===== config.mk =====
export PLATFORM = sky130hd
export DESIGN_NAME = sysclk_pwr_ctrl
export DESIGN_NICKNAME = d
export VERILOG_FILES = /design/src/rtl/sysclk_pwr_pkg.sv /design/src/rtl/sysclk_div_gen.sv /design/src/rtl/sysclk_gpio_wake.sv /design/src/rtl/sysclk_pwr_ctrl.sv
export SDC_FILE = /design/constraint.sdc
export NUM_CORES = 1
export LEC_CHECK = 0
export ABC_AREA = 1
export CAP_MARGIN = 15
export CORE_MARGIN = 10
export CORE_UTILIZATION = 30
export DETAILED_ROUTE_END_ITERATION = 7
export SKIP_LAST_GASP = 1
export SLEW_MARGIN = 20
export SYNTH_ARGS = -nofsm -noshare
export SYNTH_HDL_FRONTEND = slang
export SYNTH_SLANG_ARGS = --single-unit

===== constraint.sdc =====
create_clock -name clk_i -period 4.65 [get_ports clk_i]
set_clock_uncertainty 0.2 [all_clocks]
set_input_delay 1.395 -clock clk_i [delete_from_list [all_inputs] [get_ports clk_i]]
set_output_delay 1.395 -clock clk_i [all_outputs]
set_load 0.05 [all_outputs]

===== src/rtl/sysclk_pwr_pkg.sv =====
package sysclk_pwr_pkg;

    typedef enum logic [1:0] {
        PS_RUN  = 2'd0,
        PS_PEND = 2'd1,
        PS_DOWN = 2'd2
    } pwr_state_e;

    // field positions inside the control byte
    localparam int BIT_SD   = 7;
    localparam int BIT_FPU  = 5;
    localparam int BIT_RC   = 4;
    localparam int BIT_HOLD = 3;
    localparam int DATA_W   = 8;

endpackage


===== src/rtl/sysclk_div_gen.sv =====
module sysclk_div_gen #(
    parameter int SEL_W = 3
) (
    input  logic             clk_i,
    input  logic             rst_ni,
    input  logic             run_i,
    input  logic [SEL_W-1:0] sel_i,
    output logic             en_o
);
    localparam int CNT_W = (1 << SEL_W) - 1;

    typedef struct packed {
        logic [CNT_W-1:0] cnt;
        logic [SEL_W-1:0] act;
    } div_t;

    div_t             q, d;
    logic [CNT_W-1:0] last_w;
    logic             hit_w;

    always_comb begin
        for (int i = 0; i < CNT_W; i++) begin
            last_w[i] = (i < int'(q.act));
        end
        hit_w = (q.cnt == last_w);
        en_o  = run_i && hit_w;
        d     = q;
        if (!run_i) begin
            d.cnt = '0;
            d.act = '0;
        end else if (hit_w) begin
            d.cnt = '0;
            d.act = sel_i;   // new ratio only at a period boundary
        end else begin
            d.cnt = q.cnt + 1'b1;
        end
    end

    always_ff @(posedge clk_i) begin
        if (!rst_ni) begin
            q <= '0;
        end else begin
            q <= d;
        end
    end
endmodule


===== src/rtl/sysclk_gpio_wake.sv =====
module sysclk_gpio_wake #(
    parameter int GPIO_W = 8
) (
    input  logic              clk_i,
    input  logic              rst_ni,
    input  logic [GPIO_W-1:0] gpio_i,
    input  logic              hold_i,
    input  logic              arm_i,
    input  logic              clr_i,
    input  logic              down_i,
    output logic [GPIO_W-1:0] gpio_o,
    output logic              wake_req_o
);
    typedef struct packed {
        logic [GPIO_W-1:0] prev;
        logic [GPIO_W-1:0] held;
        logic              pend;
    } gw_t;

    gw_t  q, d;
    logic any_fall_w;

    always_comb begin
        any_fall_w = |(q.prev & ~gpio_i);
        gpio_o     = hold_i ? q.held : gpio_i;
        wake_req_o = down_i && (any_fall_w || q.pend);
        d          = q;
        d.prev     = gpio_i;
        d.held     = hold_i ? q.held : gpio_i;
        if (clr_i) begin
            d.pend = 1'b0;
        end else if (arm_i && any_fall_w) begin
            d.pend = 1'b1;
        end
    end

    always_ff @(posedge clk_i) begin
        if (!rst_ni) begin
            q <= '0;
        end else begin
            q <= d;
        end
    end
endmodule


===== src/rtl/sysclk_pwr_ctrl.sv =====
module sysclk_pwr_ctrl
    import sysclk_pwr_pkg::*;
#(
    parameter int              ADDR_W   = 8,
    parameter logic [ADDR_W-1:0] REG_ADDR = 8'hBE,
    parameter int              GPIO_W   = 8,
    parameter int              SEL_W    = 3
) (
    input  logic              clk_i,
    input  logic              rst_ni,
    input  logic [ADDR_W-1:0] addr_i,
    input  logic              wr_en_i,
    input  logic              rd_en_i,
    input  logic [7:0]        wdata_i,
    output logic [7:0]        rdata_o,
    output logic              sys_clk_en_o,
    output logic              rtc_clr_o,
    input  logic              battery_insert_i,
    output logic              shutdown_req_o,
    input  logic              shutdown_done_i,
    output logic              wake_o,
    input  logic [GPIO_W-1:0] gpio_i,
    output logic [GPIO_W-1:0] gpio_o
);
    typedef struct packed {
        pwr_state_e       state;
        logic [SEL_W-1:0] sel;
        logic             hold;
        logic             fpu;
        logic             rc;
        logic             wake;
    } ctrl_t;

    ctrl_t q, d;
    logic  wr_hit_w, rd_hit_w;
    logic  hold_w, down_w, wake_req_w;

    assign wr_hit_w = wr_en_i && (addr_i == REG_ADDR);
    assign rd_hit_w = rd_en_i && (addr_i == REG_ADDR);
    assign hold_w   = q.hold;
    assign down_w   = (q.state == PS_DOWN);

    always_comb begin
        d      = q;
        d.rc   = 1'b0;
        d.wake = 1'b0;
        unique case (q.state)
            PS_RUN: begin
                if (wr_hit_w) begin
                    d.sel  = wdata_i[SEL_W-1:0];
                    d.hold = wdata_i[BIT_HOLD];
                    d.rc   = wdata_i[BIT_RC];
                    if (wdata_i[BIT_SD]) d.state = PS_PEND;
                end
            end
            PS_PEND: begin
                if (wr_hit_w) begin
                    d.sel  = wdata_i[SEL_W-1:0];
                    d.hold = wdata_i[BIT_HOLD];
                    d.rc   = wdata_i[BIT_RC];
                end
                if (shutdown_done_i) begin
                    d.state = PS_DOWN;
                end else if (wr_hit_w && !wdata_i[BIT_SD]) begin
                    d.state = PS_RUN;
                end
            end
            PS_DOWN: begin
                if (wake_req_w) begin
                    d.state = PS_RUN;
                    d.sel   = '0;
                    d.hold  = 1'b0;
                    d.fpu   = 1'b0;
                    d.wake  = 1'b1;
                end
            end
            default: d.state = PS_RUN;
        endcase
    end

    always_ff @(posedge clk_i) begin
        if (!rst_ni) begin
            q.state <= PS_RUN;
            q.sel   <= '0;
            q.hold  <= 1'b0;
            q.fpu   <= battery_insert_i;
            q.rc    <= 1'b0;
            q.wake  <= 1'b0;
        end else begin
            q <= d;
        end
    end

    always_comb begin
        rdata_o = '0;
        if (rd_hit_w) begin
            rdata_o[SEL_W-1:0] = q.sel;
            rdata_o[BIT_HOLD]  = q.hold;
            rdata_o[BIT_FPU]   = q.fpu;
            rdata_o[BIT_SD]    = (q.state != PS_RUN);
        end
    end

    assign shutdown_req_o = (q.state != PS_RUN);
    assign rtc_clr_o      = q.rc;
    assign wake_o         = q.wake;

    sysclk_div_gen #(.SEL_W(SEL_W)) u_div (
        .clk_i  (clk_i),
        .rst_ni (rst_ni),
        .run_i  (!down_w),
        .sel_i  (q.sel),
        .en_o   (sys_clk_en_o)
    );

    sysclk_gpio_wake #(.GPIO_W(GPIO_W)) u_gw (
        .clk_i      (clk_i),
        .rst_ni     (rst_ni),
        .gpio_i     (gpio_i),
        .hold_i     (q.hold),
        .arm_i      ((q.state == PS_PEND) && q.hold),
        .clr_i      ((q.state == PS_RUN) || !q.hold),
        .down_i     (down_w),
        .gpio_o     (gpio_o),
        .wake_req_o (wake_req_w)
    );
endmodule


==> results_dict.tcl <==
set metrics [dict create \
    ant_nets 0 \
    fillers 645 \
    postCtsSetupBuffers 0 \
    hold_path_depth 2 \
    tightestPinTransition_ns 0.5303 \
    antenna_cells 0 \
    firstDrtPassIters 4 \
    yosysUniqueCellTypes 27 \
    cpMaxStageDelayCell "clkdlybuf4s50_1" \
    worst-setup-path-type "in2out" \
    ir_drop_uv 345.5 \
    cellLeakagePower_nw 1.161 \
    avgSynthCellArea_sq_um 6.486 \
    yosysMostFrequentCell "nand2_1" \
    yosys_warnings 0 \
    synth_edf_count 1 \
    grt_pass1_vias 1674 \
    r2r-start "u_div.q[2]" \
    grt_antenna_before_repair 0 \
    die_w_microns 97.53 \
    period_minus_slack_ns 4.332 \
    post-route-period-util_pct 93.16 \
    setup_violations 0 \
    use_met2_pct 15.74 \
    drv_cap 0 \
    crit_family "simple AND/OR/NAND/NOR gates" \
    drc 0 \
    hold_viol 0 \
    ys_seq_area_share_pct 40.53 \
    crit_buf_inv 2 \
    setup_tns_ns 0 \
    synth_flop_cell "dfxtp_1" \
    slowest_delay_ns 0.48 \
    insertion_delay_ns 0.28 \
    cts_resized 0 \
    synth_top_area_cell "dfxtp_1" \
    synth_common_cells "nand2_1 (84), nor2_1 (41), inv_1 (40)" \
    cts_tree "yes" \
    grtUsageMet3_pct 2.987 \
    worstRegToRegCells 9 \
    clock-sinks 36 \
    rsz0062_at_grt "no" \
    hpwl_microns 3592 \
    portBuffers 45 \
    synth_seq_cells 36 \
    use_met1_pct 11.29 \
    drive_above_1_share_pct 10.74 \
    gp_congestion 0.8294 \
    drt_wl_total_microns 4513 \
    timing.slew.headroom_pct 64.54 \
    worstPathCellList "clkdlybuf4s50_1, nand4_1, nor2_1, nand2_1, nor2_1, buf_12" \
    endpoint_kind "output port" \
    routed_via_density 4.302 \
    cts_buffer_depth 2 \
    clk_pin_slew_ns 0.07 \
    max_freq_ghz 0.2308 \
    grt_overflow 0 \
    ioPinCount 50 \
    clk_root_buffer_cell "clkbuf_8" \
    status "finished, final reports clean" \
    hold_start "q[6]" \
    r2r_end "u_div.q[3]" \
    regToRegSetupSlack_ns 2.90 \
    netlist_instances 278 \
    crit_path_start_kind "primary input" \
    cts_buffers 5 \
    first_iter_violations 61 \
    std_cell_rows 28 \
    grt_max_degree 16 \
    start_util_pct 30.63 \
    hold_buffers 0 \
    hold_end "q[6]" \
    grt_use_total_pct 9.444 \
    crit_top_cell "nor2_1" \
    vias 1725 \
    fin_total_pwr_mw 0.9424 \
    power.density_mw_per_mm2 384.3 \
    grt_pass1_wl_microns 7659 \
    cp_data_arrival_time_ns 2.74 \
    die-area_sq_mm 0.009511 \
    die_y_microns 97.53 \
    hp-class "reg2reg" \
    wl_per_cell_microns 11.25 \
    fin_nets 356 \
    crit_required_ns 3.05 \
    critPathMaxFanout 6 \
    syn2layout_area_growth_pct 36.02 \
    top_usage_layer "met2" \
    core_sq_mm 0.005886 \
    postSynth.asyncResetShare_pct 0 \
    htreeDepth 2 \
    yosysTopAreaCellShare_pct 38.86 \
    synth_area_sq_mm 0.001803 \
    slew_viol_final 0 \
    post_synth_main_area_contributors "dfxtp_1 (39%), nand2_1 (17%), nor2_1 (8.5%)" \
]
-- routing by layer --
layer,routed length (microns),vias up
li1,-,947
met1,2159,749
met2,2162,27
met3,166,2
met4,25,0
met5,0,-
-- how the worst max path moves through the flow --
stage / end / startpoint / cells after the start
after global routing: rdata_o[0] / addr_i[1] / 6
after CTS: rdata_o[0] / addr_i[5] / 6
after detailed placement: rdata_o[0] / addr_i[5] / 6
after floorplan: rdata_o[0] / addr_i[6] / 5
after global placement: rdata_o[0] / addr_i[7] / 6
final: rdata_o[0] / addr_i[5] / 6
-- sequential cells by signal, summed over array words and instances (netlist names) --
name	flops
hold_w	1
rtc_clr_o	1
q	6
u_gw.q	17
wake_o	1
u_div.q	10
-- worst register-to-register path: stages, from the launching register on --
cell and delay (ns):
dfxtp_1 0.57, inv_2 0.12, nand2_2 0.11, nand2_1 0.05, nand2_1 0.05, nand2_1 0.04
nor2_1 0.12, nand3_2 0.15, nand2_2 0.17, nor2_1 0.06
-- kinds of logic after synthesis --
kind of cell	synth area share (%)
xor gates and xnor gates	2.429
buffers and inverters	11.94
DFF	40.53
AOI/OAI and AO/OA	5.135
and+or+nand+nor	39.07
other	0.2080
adders and majority gates	0.6939
-- final cells by class --
cell class | instances | area, sq um | area share [%]
multi-input combinational | 191 | 860.8 | 35.10
sequential | 36 | 730.7 | 29.80
timing repair buffer | 46 | 498.0 | 20.31
inverter | 45 | 168.9 | 6.888
clock buffer | 8 | 100.1 | 4.082
tap | 75 | 93.84 | 3.827
-- layout by cell type, fill, tap and decap left out, drive strengths merged --
cell type / Yosys / layout
nor3b: 1 / 1
conb: 1 / 2
xnor2: 1 / 1
dfxtp: 35 / 35
o211ai: 1 / 1
nor2: 46 / 46
nand2: 87 / 87
nand4: 8 / 8
ha: 1 / 1
clkdlybuf4s50: 0 / 31
edfxtp: 1 / 1
inv: 44 / 44
nor3: 3 / 3
xor2: 4 / 4
o21ai: 3 / 3
nand3: 19 / 19
clkbuf: 2 / 8
clkinv: 1 / 1
a21oi: 14 / 14
buf: 5 / 15
nand3b: 1 / 1
-- where the power goes --
group          total (mW)  leakage, nW  switching, mW  internal, mW
Clock               0.240       0.0515          0.105         0.135
Sequential          0.372        0.298         0.0360         0.336
Combinational       0.330        0.812          0.205         0.125
-- stage by stage --
| stage | util [%] | worst slack (ns) | std cells | hold slack [ns] | cell area, sq um |
|---|---|---|---|---|---|
| after CTS | 41.67 | 0.2668 | 401 | 0.2752 | 2452 |
| final | 41.67 | 0.3180 | 401 | 0.2736 | 2452 |
| after global placement | 39.97 | 0.3003 | 393 | 0.2589 | 2352 |
| after detailed placement | 39.97 | 0.2676 | 393 | 0.2627 | 2352 |
| after global routing | 41.67 | 0.1494 | 401 | 0.3012 | 2452 |
| after floorplan | - | 0.5860 | 279 | 0.2475 | 1807 |
(Power assumes the default switching activity.)
